--- config.mk ---
export PLATFORM = sky130hd
export DESIGN_NAME = card_data_seq
export DESIGN_NICKNAME = d
export VERILOG_FILES = /design/src/rtl/cds_pkg.sv /design/src/rtl/cds_write_gate.sv /design/src/rtl/cds_counters.sv /design/src/rtl/cds_fsm.sv /design/src/rtl/card_data_seq.sv
export SDC_FILE = /design/constraint.sdc
export NUM_CORES = 1
export LEC_CHECK = 0
export ABC_AREA = 1
export CAP_MARGIN = 0
export CORE_ASPECT_RATIO = 0.8
export CORE_MARGIN = 2
export CORE_UTILIZATION = 30
export CTS_CLUSTER_SIZE = 28
export DETAILED_ROUTE_END_ITERATION = 10
export PLACE_DENSITY = 0.52
export SLEW_MARGIN = 20
export SYNTH_ARGS = -nofsm -noshare
export SYNTH_HDL_FRONTEND = slang
export SYNTH_SLANG_ARGS = --single-unit
--- constraint.sdc ---
create_clock -name clk -period 3.15 [get_ports clk]
set_input_delay 0.315 -clock clk [delete_from_list [all_inputs] [get_ports clk]]
set_output_delay 0.315 -clock clk [all_outputs]
set_load 0.05 [all_outputs]
--- src/rtl/cds_pkg.sv ---
package cds_pkg;

    localparam int BLK_CODE_MAX = 11;
    localparam int BLK_W        = BLK_CODE_MAX + 1;

    typedef enum logic [1:0] {
        ST_IDLE = 2'd0,
        ST_SEND = 2'd1,
        ST_RECV = 2'd2
    } seq_state_t;

    typedef struct packed {
        logic [3:0] bsize;
        logic       dma;
        logic       mode;
        logic       dir;
        logic       go;
    } ctrl_word_t;

    // Index of the last byte in a block; reserved codes saturate.
    function automatic logic [BLK_W-1:0] blk_last(input logic [3:0] code);
        logic [3:0]       eff;
        logic [BLK_W-1:0] one;
        one = BLK_W'(1);
        eff = (code > 4'(BLK_CODE_MAX)) ? 4'(BLK_CODE_MAX) : code;
        return (one << eff) - one;
    endfunction

endpackage

--- src/rtl/cds_write_gate.sv ---
module cds_write_gate #(
    parameter int MCLK_LOCK = 3,
    parameter int PCLK_LOCK = 2
) (
    input  logic clk,
    input  logic rst,
    input  logic wr_i,
    input  logic mstb_i,
    input  logic pstb_i,
    output logic accept_o,
    output logic dropped_o
);
    localparam int MW = $clog2(MCLK_LOCK + 1);
    localparam int PW = $clog2(PCLK_LOCK + 1);

    logic          lock_q;
    logic [MW-1:0] mcnt_q, mcnt_n;
    logic [PW-1:0] pcnt_q, pcnt_n;

    assign accept_o = wr_i && !lock_q;

    always_comb begin
        mcnt_n = mcnt_q;
        pcnt_n = pcnt_q;
        if (mstb_i && (mcnt_q < MW'(MCLK_LOCK))) mcnt_n = mcnt_q + 1'b1;
        if (pstb_i && (pcnt_q < PW'(PCLK_LOCK))) pcnt_n = pcnt_q + 1'b1;
    end

    always_ff @(posedge clk) begin
        if (rst) begin
            lock_q    <= 1'b0;
            mcnt_q    <= '0;
            pcnt_q    <= '0;
            dropped_o <= 1'b0;
        end else if (accept_o) begin
            lock_q <= 1'b1;
            mcnt_q <= '0;
            pcnt_q <= '0;
        end else if (lock_q) begin
            mcnt_q <= mcnt_n;
            pcnt_q <= pcnt_n;
            lock_q <= !((mcnt_n == MW'(MCLK_LOCK)) && (pcnt_n == PW'(PCLK_LOCK)));
            if (wr_i) dropped_o <= 1'b1;
        end
    end

    assert_drop_flag_R8: assert property (@(posedge clk) disable iff (rst)
        (wr_i && lock_q) |=> dropped_o);
    assert_lock_arm_R8: assert property (@(posedge clk) disable iff (rst)
        accept_o |=> (lock_q && !accept_o));
endmodule

--- src/rtl/cds_counters.sv ---
module cds_counters
    import cds_pkg::*;
#(
    parameter int LEN_W = 16
) (
    input  logic             clk,
    input  logic             rst,
    input  logic             load_i,
    input  logic [LEN_W-1:0] len_i,
    input  logic             xfer_i,
    input  logic             blk_mode_i,
    input  logic [3:0]       bsize_i,
    output logic [LEN_W-1:0] cnt_o,
    output logic             cnt_zero_o,
    output logic             cnt_one_o,
    output logic             blk_end_o
);
    logic [BLK_W-1:0] bcnt_q;
    logic [BLK_W-1:0] last_idx;

    assign last_idx   = blk_last(bsize_i);
    assign cnt_zero_o = (cnt_o == '0);
    assign cnt_one_o  = (cnt_o == LEN_W'(1));

    always_ff @(posedge clk) begin
        if (rst) begin
            cnt_o     <= '0;
            bcnt_q    <= '0;
            blk_end_o <= 1'b0;
        end else begin
            blk_end_o <= 1'b0;
            if (load_i) begin
                cnt_o  <= len_i;
                bcnt_q <= '0;
            end else if (xfer_i) begin
                cnt_o <= cnt_o - 1'b1;
                if (blk_mode_i) begin
                    if (bcnt_q == last_idx) begin
                        bcnt_q    <= '0;
                        blk_end_o <= 1'b1;
                    end else begin
                        bcnt_q <= bcnt_q + 1'b1;
                    end
                end
            end
        end
    end

    assert_count_step_R4: assert property (@(posedge clk) disable iff (rst)
        (xfer_i && !load_i) |=> (cnt_o == $past(cnt_o) - 1'b1));
    assert_stream_quiet_R7: assert property (@(posedge clk) disable iff (rst)
        (!blk_mode_i && !load_i) |=> !blk_end_o);
endmodule

--- src/rtl/cds_fsm.sv ---
module cds_fsm
    import cds_pkg::*;
(
    input  logic       clk,
    input  logic       rst,
    input  logic       accept_i,
    input  ctrl_word_t wr_i,
    input  logic       cnt_zero_i,
    input  logic       cnt_one_i,
    input  logic       xfer_i,
    output seq_state_t state_o,
    output logic       load_o,
    output logic       dir_o,
    output logic       blk_mode_o,
    output logic       dma_o,
    output logic [3:0] bsize_o,
    output logic       data_end_o
);
    seq_state_t state_n;
    logic       finish;

    assign load_o = accept_i && wr_i.go && (state_o == ST_IDLE);
    assign finish = (state_o != ST_IDLE) && (cnt_zero_i || (xfer_i && cnt_one_i));

    always_comb begin
        state_n = state_o;
        unique case (state_o)
            ST_IDLE: if (load_o) state_n = wr_i.dir ? ST_RECV : ST_SEND;
            ST_SEND,
            ST_RECV: if (finish) state_n = ST_IDLE;
            default: state_n = ST_IDLE;
        endcase
    end

    always_ff @(posedge clk) begin
        if (rst) begin
            state_o    <= ST_IDLE;
            dir_o      <= 1'b0;
            blk_mode_o <= 1'b0;
            dma_o      <= 1'b0;
            bsize_o    <= '0;
            data_end_o <= 1'b0;
        end else begin
            state_o <= state_n;
            if (load_o) begin
                dir_o      <= wr_i.dir;
                blk_mode_o <= !wr_i.mode;
                dma_o      <= wr_i.dma;
                bsize_o    <= wr_i.bsize;
                data_end_o <= 1'b0;
            end else if (finish) begin
                data_end_o <= 1'b1;
            end
        end
    end

    assert_start_leaves_idle_R2: assert property (@(posedge clk) disable iff (rst)
        load_o |=> (state_o != ST_IDLE && !data_end_o));
    assert_busy_hold_R10: assert property (@(posedge clk) disable iff (rst)
        (state_o != ST_IDLE && accept_i) |=> (dir_o == $past(dir_o)));
endmodule

--- src/rtl/card_data_seq.sv ---
module card_data_seq
    import cds_pkg::*;
#(
    parameter int LEN_W     = 16,
    parameter int MCLK_LOCK = 3,
    parameter int PCLK_LOCK = 2
) (
    input  logic             clk,
    input  logic             rst,
    input  logic             mclk_stb,
    input  logic             pclk_stb,
    input  logic             ctrl_wr,
    input  logic [7:0]       ctrl_wdata,
    input  logic             len_wr,
    input  logic [LEN_W-1:0] len_wdata,
    input  logic [7:0]       host_tx_data,
    output logic             card_tx_valid,
    input  logic             card_tx_ready,
    output logic [7:0]       card_tx_data,
    input  logic             card_rx_valid,
    output logic             card_rx_ready,
    input  logic [7:0]       card_rx_data,
    output logic [7:0]       host_rx_data,
    output logic             host_rx_stb,
    output logic             dma_req,
    output logic             xfer_busy,
    output logic [LEN_W-1:0] bytes_left,
    output logic             blk_end,
    output logic             data_end,
    output logic             wr_dropped
);
    ctrl_word_t       wr_word;
    seq_state_t       state;
    logic             accept, load, dir_q, blk_mode, dma_en;
    logic [3:0]       bsize;
    logic             cnt_zero, cnt_one, xfer;
    logic [LEN_W-1:0] len_q;

    assign wr_word = ctrl_word_t'(ctrl_wdata);

    always_ff @(posedge clk) begin
        if (rst)         len_q <= '0;
        else if (len_wr) len_q <= len_wdata;
    end

    cds_write_gate #(.MCLK_LOCK(MCLK_LOCK), .PCLK_LOCK(PCLK_LOCK)) u_gate (
        .clk(clk), .rst(rst), .wr_i(ctrl_wr), .mstb_i(mclk_stb), .pstb_i(pclk_stb),
        .accept_o(accept), .dropped_o(wr_dropped)
    );

    cds_fsm u_fsm (
        .clk(clk), .rst(rst), .accept_i(accept), .wr_i(wr_word),
        .cnt_zero_i(cnt_zero), .cnt_one_i(cnt_one), .xfer_i(xfer),
        .state_o(state), .load_o(load), .dir_o(dir_q), .blk_mode_o(blk_mode),
        .dma_o(dma_en), .bsize_o(bsize), .data_end_o(data_end)
    );

    cds_counters #(.LEN_W(LEN_W)) u_cnt (
        .clk(clk), .rst(rst), .load_i(load), .len_i(len_q), .xfer_i(xfer),
        .blk_mode_i(blk_mode), .bsize_i(bsize), .cnt_o(bytes_left),
        .cnt_zero_o(cnt_zero), .cnt_one_o(cnt_one), .blk_end_o(blk_end)
    );

    assign xfer_busy     = (state != ST_IDLE);
    assign card_tx_valid = (state == ST_SEND) && !cnt_zero;
    assign card_rx_ready = (state == ST_RECV) && !cnt_zero;
    assign xfer          = (card_tx_valid && card_tx_ready) || (card_rx_ready && card_rx_valid);
    assign card_tx_data  = host_tx_data;
    assign host_rx_data  = card_rx_data;
    assign host_rx_stb   = card_rx_ready && card_rx_valid;
    assign dma_req       = dma_en && ((card_tx_valid && card_tx_ready) ||
                                      (card_rx_ready && card_rx_valid));

    assert_idle_quiet_R2: assert property (@(posedge clk) disable iff (rst)
        !xfer_busy |-> !(card_tx_valid || card_rx_ready || host_rx_stb));
    assert_last_byte_R4: assert property (@(posedge clk) disable iff (rst)
        (xfer_busy && bytes_left == LEN_W'(1) && xfer) |=> (!xfer_busy && data_end));
    assert_zero_len_R5: assert property (@(posedge clk) disable iff (rst)
        (xfer_busy && bytes_left == '0) |=> (!xfer_busy && data_end));
    assert_dma_gated_R9: assert property (@(posedge clk) disable iff (rst)
        dma_req |-> (xfer_busy && bytes_left != '0));
endmodule

# ---- After elaboration in Yosys (flattened, before gate mapping)
# Index checks and enable logic that the tools add are counted.
dict set report word_totals {
  regBits 60
  latch_bits 0
  mem_bits_rw 0
  mem_bits_ro 0
  inputBits 48
  out_inout_bits 40
  word_cells 76
  n_memories 0
}
dict set report op_classes {
  add_sub_neg 5
  mul 0
  n_div 0
  magnitude_cmp 3
  n_eq_ne 8
  n_shift 1
  muxes 13
  bitwise_logic 3
  n_reduce_logical 30
}
# cell count
set ops {}
lappend ops {{16-bit two-way mux} 2}
lappend ops {{16-bit by 1-bit == test with 1-bit output, second input constant} 1}
lappend ops {{16-bit logical NOT} 1}
lappend ops {{16-bit by 1-bit subtractor with 16-bit output, second input constant} 1}
lappend ops {{1-bit logical AND} 13}
lappend ops {{12-bit by 1-bit adder with 12-bit output, second input constant} 1}
lappend ops {{12-bit == test} 1}
lappend ops {{12-bit two-way mux} 1}
lappend ops {{1-bit by 4-bit left shift with 12-bit output, first input constant} 1}
lappend ops {{12-bit by 1-bit subtractor with 12-bit output, second input constant} 1}
lappend ops {{2-bit two-way mux} 5}
lappend ops {{2-bit == test, second input constant} 3}
lappend ops {{2-bit OR reduction} 3}
lappend ops {{2-bit by 1-bit adder with 2-bit output, second input constant} 2}
lappend ops {{4-bit greater-than comparator, second input constant} 1}
lappend ops {{1-bit logical NOT} 4}
lappend ops {{2-bit less-than comparator, second input constant} 2}
lappend ops {{4-bit two-way mux} 1}
lappend ops {{2-bit one-hot mux with 2 select lines} 1}
lappend ops {{2-bit AND reduction} 2}
lappend ops {{2-bit nonzero test} 2}
lappend ops {{4-bit OR reduction} 1}
lappend ops {{1-bit two-way mux} 3}
lappend ops {{1-bit inverter} 3}
lappend ops {{other kinds (6)} 7}

# ---- Logic depth before layout (Yosys ltp)
dict set report depth {
  depth_word 10
  depth_mapped 16
  depth_no_buf 15
}

# ---- Modules after synthesis
# From an unflattened synthesis, not the netlist that was laid out.
dict set report hier_totals {
  hier_cells 553
  area_unflattened_um2 3711.1
}
# mod n_inst cells_each area_per_inst_um2 seq_area_each_um2
set modules_own_cells {}
lappend modules_own_cells {cds_counters 1 354 2122.0 580.6}
lappend modules_own_cells {card_data_seq 1 100 828.3 320.3}
lappend modules_own_cells {cds_fsm 1 54 437.9 200.2}
lappend modules_own_cells {cds_write_gate 1 45 322.8 120.1}

# ---- Worst setup path before layout
# Ideal clock, no wire load.
dict set report synth_timing {
  path_kind {flip-flop to output port}
  start {reg u_cnt.cnt_o[0]}
  end {out dma_req}
  arrival_time_ns 2.251
  required_ns 2.835
  setup_slack_ns 0.584
  path_stages_with_launch 10
  path_buffers 0
  cell_sequence {dfxtp_1 -> inv_1 -> ha_1 -> nand2_4 -> nor2_4 -> nand2_4 -> nand3_4 -> nand2_4 -> inv_2 -> nor2_1}
}
dict set report synth_between {
  elab_chain_cells 6
  elab_cells_between_ends 8
  cone_classes {reduce/logical (8)}
}
# element line
set synth_lines {}
lappend synth_lines {{start: declaration} cds_counters.sv:13} ;# output logic [LEN_W-1:0] cnt_o,
lappend synth_lines {{start signal: assignment} cds_counters.sv:33} ;# cnt_o <= len_i;
lappend synth_lines {{start signal: assignment} cds_counters.sv:36} ;# cnt_o <= cnt_o - 1'b1;
lappend synth_lines {{16-bit logical NOT (*)} cds_counters.sv:22} ;# assign cnt_zero_o = (cnt_o == '0);
lappend synth_lines {{1-bit logical NOT (*)} {card_data_seq.sv:65, card_data_seq.sv:66}}
lappend synth_lines {{1-bit logical AND (on tied branches)} {card_data_seq.sv:65, card_data_seq.sv:66}}
lappend synth_lines {{1-bit logical AND (on tied branches)} {card_data_seq.sv:71, card_data_seq.sv:72}}
lappend synth_lines {{1-bit logical OR (*)} card_data_seq.sv:71} ;# assign dma_req = dma_en && ((card_tx_valid && card_tx_ready) ||
lappend synth_lines {{1-bit logical AND (*)} card_data_seq.sv:71}
lappend synth_lines {{end: declaration} card_data_seq.sv:25} ;# output logic dma_req,
# Mark *: on every way between the ends. The rest lies on a longest branch, timed or not.

# ---- Worst setup path in the final report
# Same ends and word-level chain as after synthesis.

==> flow_metrics.tcl <==
set metrics [dict create \
    outcome "completed" \
    max_cap_viol_count 0 \
    hold_viol_final 0 \
    post_cts_resized 0 \
    synth-main-ff-cell "dfxtp_1" \
    synth.most_common_cell "nand2_1" \
    startpoint_type "flop" \
    syn_area_per_cell_sq_um 6.77 \
    grt_pass1_wl_mm 15.7 \
    num_antenna_cells 0 \
    clkLatencyLatePin_ps 330 \
    antenna_found_initial 0 \
    r2r_cells 14 \
    hp-class "flop to flop" \
    synth-seq-area-share_pct 33.6 \
    root_buffer "clkbuf_16" \
    synth_area_sq_um 3570 \
    irDropWorstVdd_mv 0.274 \
    die_h_um 102 \
    cts_tree "built" \
    min_path_cells 2 \
    worst-path-max-fanout 13 \
    drt_pass1_iterations 5 \
    seqCellArea_sq_um 1200 \
    vias 3359 \
    p_leak_nw 1.85 \
    clock.fmax_mhz 336 \
    fin_skew_ps 6.58 \
    utilization_pct 38.8 \
    synth_edf_count 0 \
    critPathArrivalTime_ps 2670 \
    grt_max_degree 28 \
    worstPathRequired_ps 2830 \
    slew_viol_final 0 \
    core_sq_um 11600 \
    row_count 35 \
    synth_cells 527 \
    clk_pin_slew_worst_paths_ps 60 \
    power_density_nw_per_um2 568 \
    synth-warning-count 0 \
    min_period_ps 2980 \
    cts.sinks 60 \
    worst_slew_pin_slew_ps 563 \
    drt-initial-drc-count 219 \
    synthArstFlopShare_pct 0 \
    gp_congestion 0.798 \
    htree_levels 3 \
    slew-limit-headroom_pct 62.4 \
    drive_gt1_share_pct 8.55 \
    setup_viol 0 \
    synth.top_cells.by_count "112 x nand2_1, 85 x nor2_1, 60 x dfxtp_1, 56 x inv_1, 42 x o21ai_0" \
    grt_pass1_vias 3135 \
    die_w_um 126 \
    cts_made_buffers 9 \
    portBuffers 55 \
    syn_to_final_growth_pct 25.6 \
    n_fill_cell 1239 \
    postLayoutCellArea_sq_um 4480 \
    cts_hold_buf 0 \
    clockBufferDepth 2 \
    dieArea_sq_um 12800 \
    grt_use_total_pct 15.4 \
    hold_ws_ps 464 \
    finalSetupTns_ps 0 \
    synth_seq_cells 60 \
    nNetsFinal 625 \
    wl_mm 9.53 \
    placed_area_sq_um 4150 \
    power_mw 2.55 \
    rsz0062_at_grt "false" \
    io_pins 88 \
    path_class "flop to primary output" \
    multi_input_area_sq_um 1950 \
    wl_per_cell_um 13.2 \
    yosysTopAreaCell "dfxtp_1" \
    ys_types 37 \
    yosys-top-cells-area "dfxtp_1 34%, nand2_1 12%, nor2_1 8.9%" \
    syn-num-nets 583 \
    start_util_pct 30.9 \
    viasPerCell 4.66 \
    postCtsSetupBuffers 0 \
    grt_overflow 0 \
    dp_hpwl_mm 7.04 \
    fin_crit_sh_pct 94.6 \
    crit_path_end_kind "primary output" \
    drc_errors 0 \
    final_antenna_net_count 0 \
    netlist.area_leader.share_pct 33.6 \
]
[critical path, cell delays in order, from the launching register on]
cell	delay (ps)
dfxtp_1	380
inv_1	120
ha_1	260
nand2_4	100
nor2_4	60
nand2_4	110
nand3_4	80
nand2_4	220
inv_2	90
nor2_1	100
clkdlybuf4s50_1	800
[layout by cell type (no fill, tap or decap), types with 2 or more instances in the layout]
| master | count |
|---|---|
| nor2_1 | 85 |
| inv_1 | 56 |
| inv_2 | 5 |
| bufinv_16 | 3 |
| a21oi_1 | 22 |
| a31oi_1 | 11 |
| buf_4 | 4 |
| clkbuf_16 | 9 |
| nand2_4 | 6 |
| o21ai_1 | 3 |
| nor2_2 | 2 |
| nor3b_1 | 2 |
| nand3b_1 | 3 |
| nand3_1 | 28 |
| nand2_1 | 112 |
| nand4_1 | 10 |
| nor3_1 | 6 |
| nand3_2 | 2 |
| o21bai_1 | 2 |
| nand3_4 | 3 |
| clkdlybuf4s50_1 | 55 |
| o21ai_0 | 42 |
| nor2_4 | 7 |
| dfxtp_1 | 60 |
| nand2_2 | 4 |
| ha_1 | 8 |
| clkinv_2 | 2 |
| xnor2_1 | 5 |
| xor2_1 | 7 |
[worst paths after layout]
kind                                    endpoint        startpoint  slack (ps)
worst max-delay path                     dma_req    u_cnt.cnt_o[0]         170
worst min-delay path            u_fsm.data_end_o  u_fsm.data_end_o         460
worst max register to register  u_cnt.bcnt_q[10]  u_fsm.bsize_o[3]         870
worst min register to register  u_fsm.data_end_o  u_fsm.data_end_o         460
[logic make-up after synthesis]
| group | share of synthesized area, % |
|---|---|
| adder cells (fa/ha/maj) | 2.80 |
| AO/OA/AOI/OAI | 13.0 |
| flip-flops | 33.6 |
| buffers and inverters | 11.7 |
| AND/OR/NAND/NOR | 35.8 |
| XOR/XNOR | 2.94 |
[final cells by class]
| cell class | count | area share [%] |
|---|---|---|
| clock buffers | 10 | 5.33 |
| clock inverters | 5 | 2.23 |
| inverters | 61 | 5.11 |
| multi-input cells | 378 | 43.5 |
| flip-flops and latches | 60 | 26.8 |
| well taps | 148 | 4.13 |
| repair buffers | 59 | 12.9 |
[sequential cells by signal, indices dropped and copies added (netlist names), 2 cells and up]
register and count:
len_q 16, u_cnt.cnt_o 16, u_cnt.bcnt_q 12, u_fsm.bsize_o 4, u_fsm.state_o 2, u_gate.mcnt_q 2
u_gate.pcnt_q 2
[where the power goes]
group / switching [mW] / internal, mW
registers: 0.0427 / 0.800
logic: 0.354 / 0.212
clock network: 0.352 / 0.786
[metal layers]
layer | global-route usage, % | routed length (um) | vias up | part of all wire [%]
li1 | - | - | 1766 | -
met1 | 21.6 | 4840 | 1498 | 51
met5 | 0 | 0 | - | 0
met2 | 22.7 | 3980 | 84 | 42
met3 | 4.60 | 612 | 11 | 6.4
met4 | 5.16 | 100 | 0 | 1.0
[stage by stage]
step / cells / setup WS, ps
5_1_grt: 721 / 35.5
2_1_floorplan: 527 / 584
6_report: 721 / 169
3_5_place_dp: 706 / 523
3_3_place_gp: 706 / 553
4_1_cts: 721 / 135
Note: power is estimated with default switching activity, not from simulation.
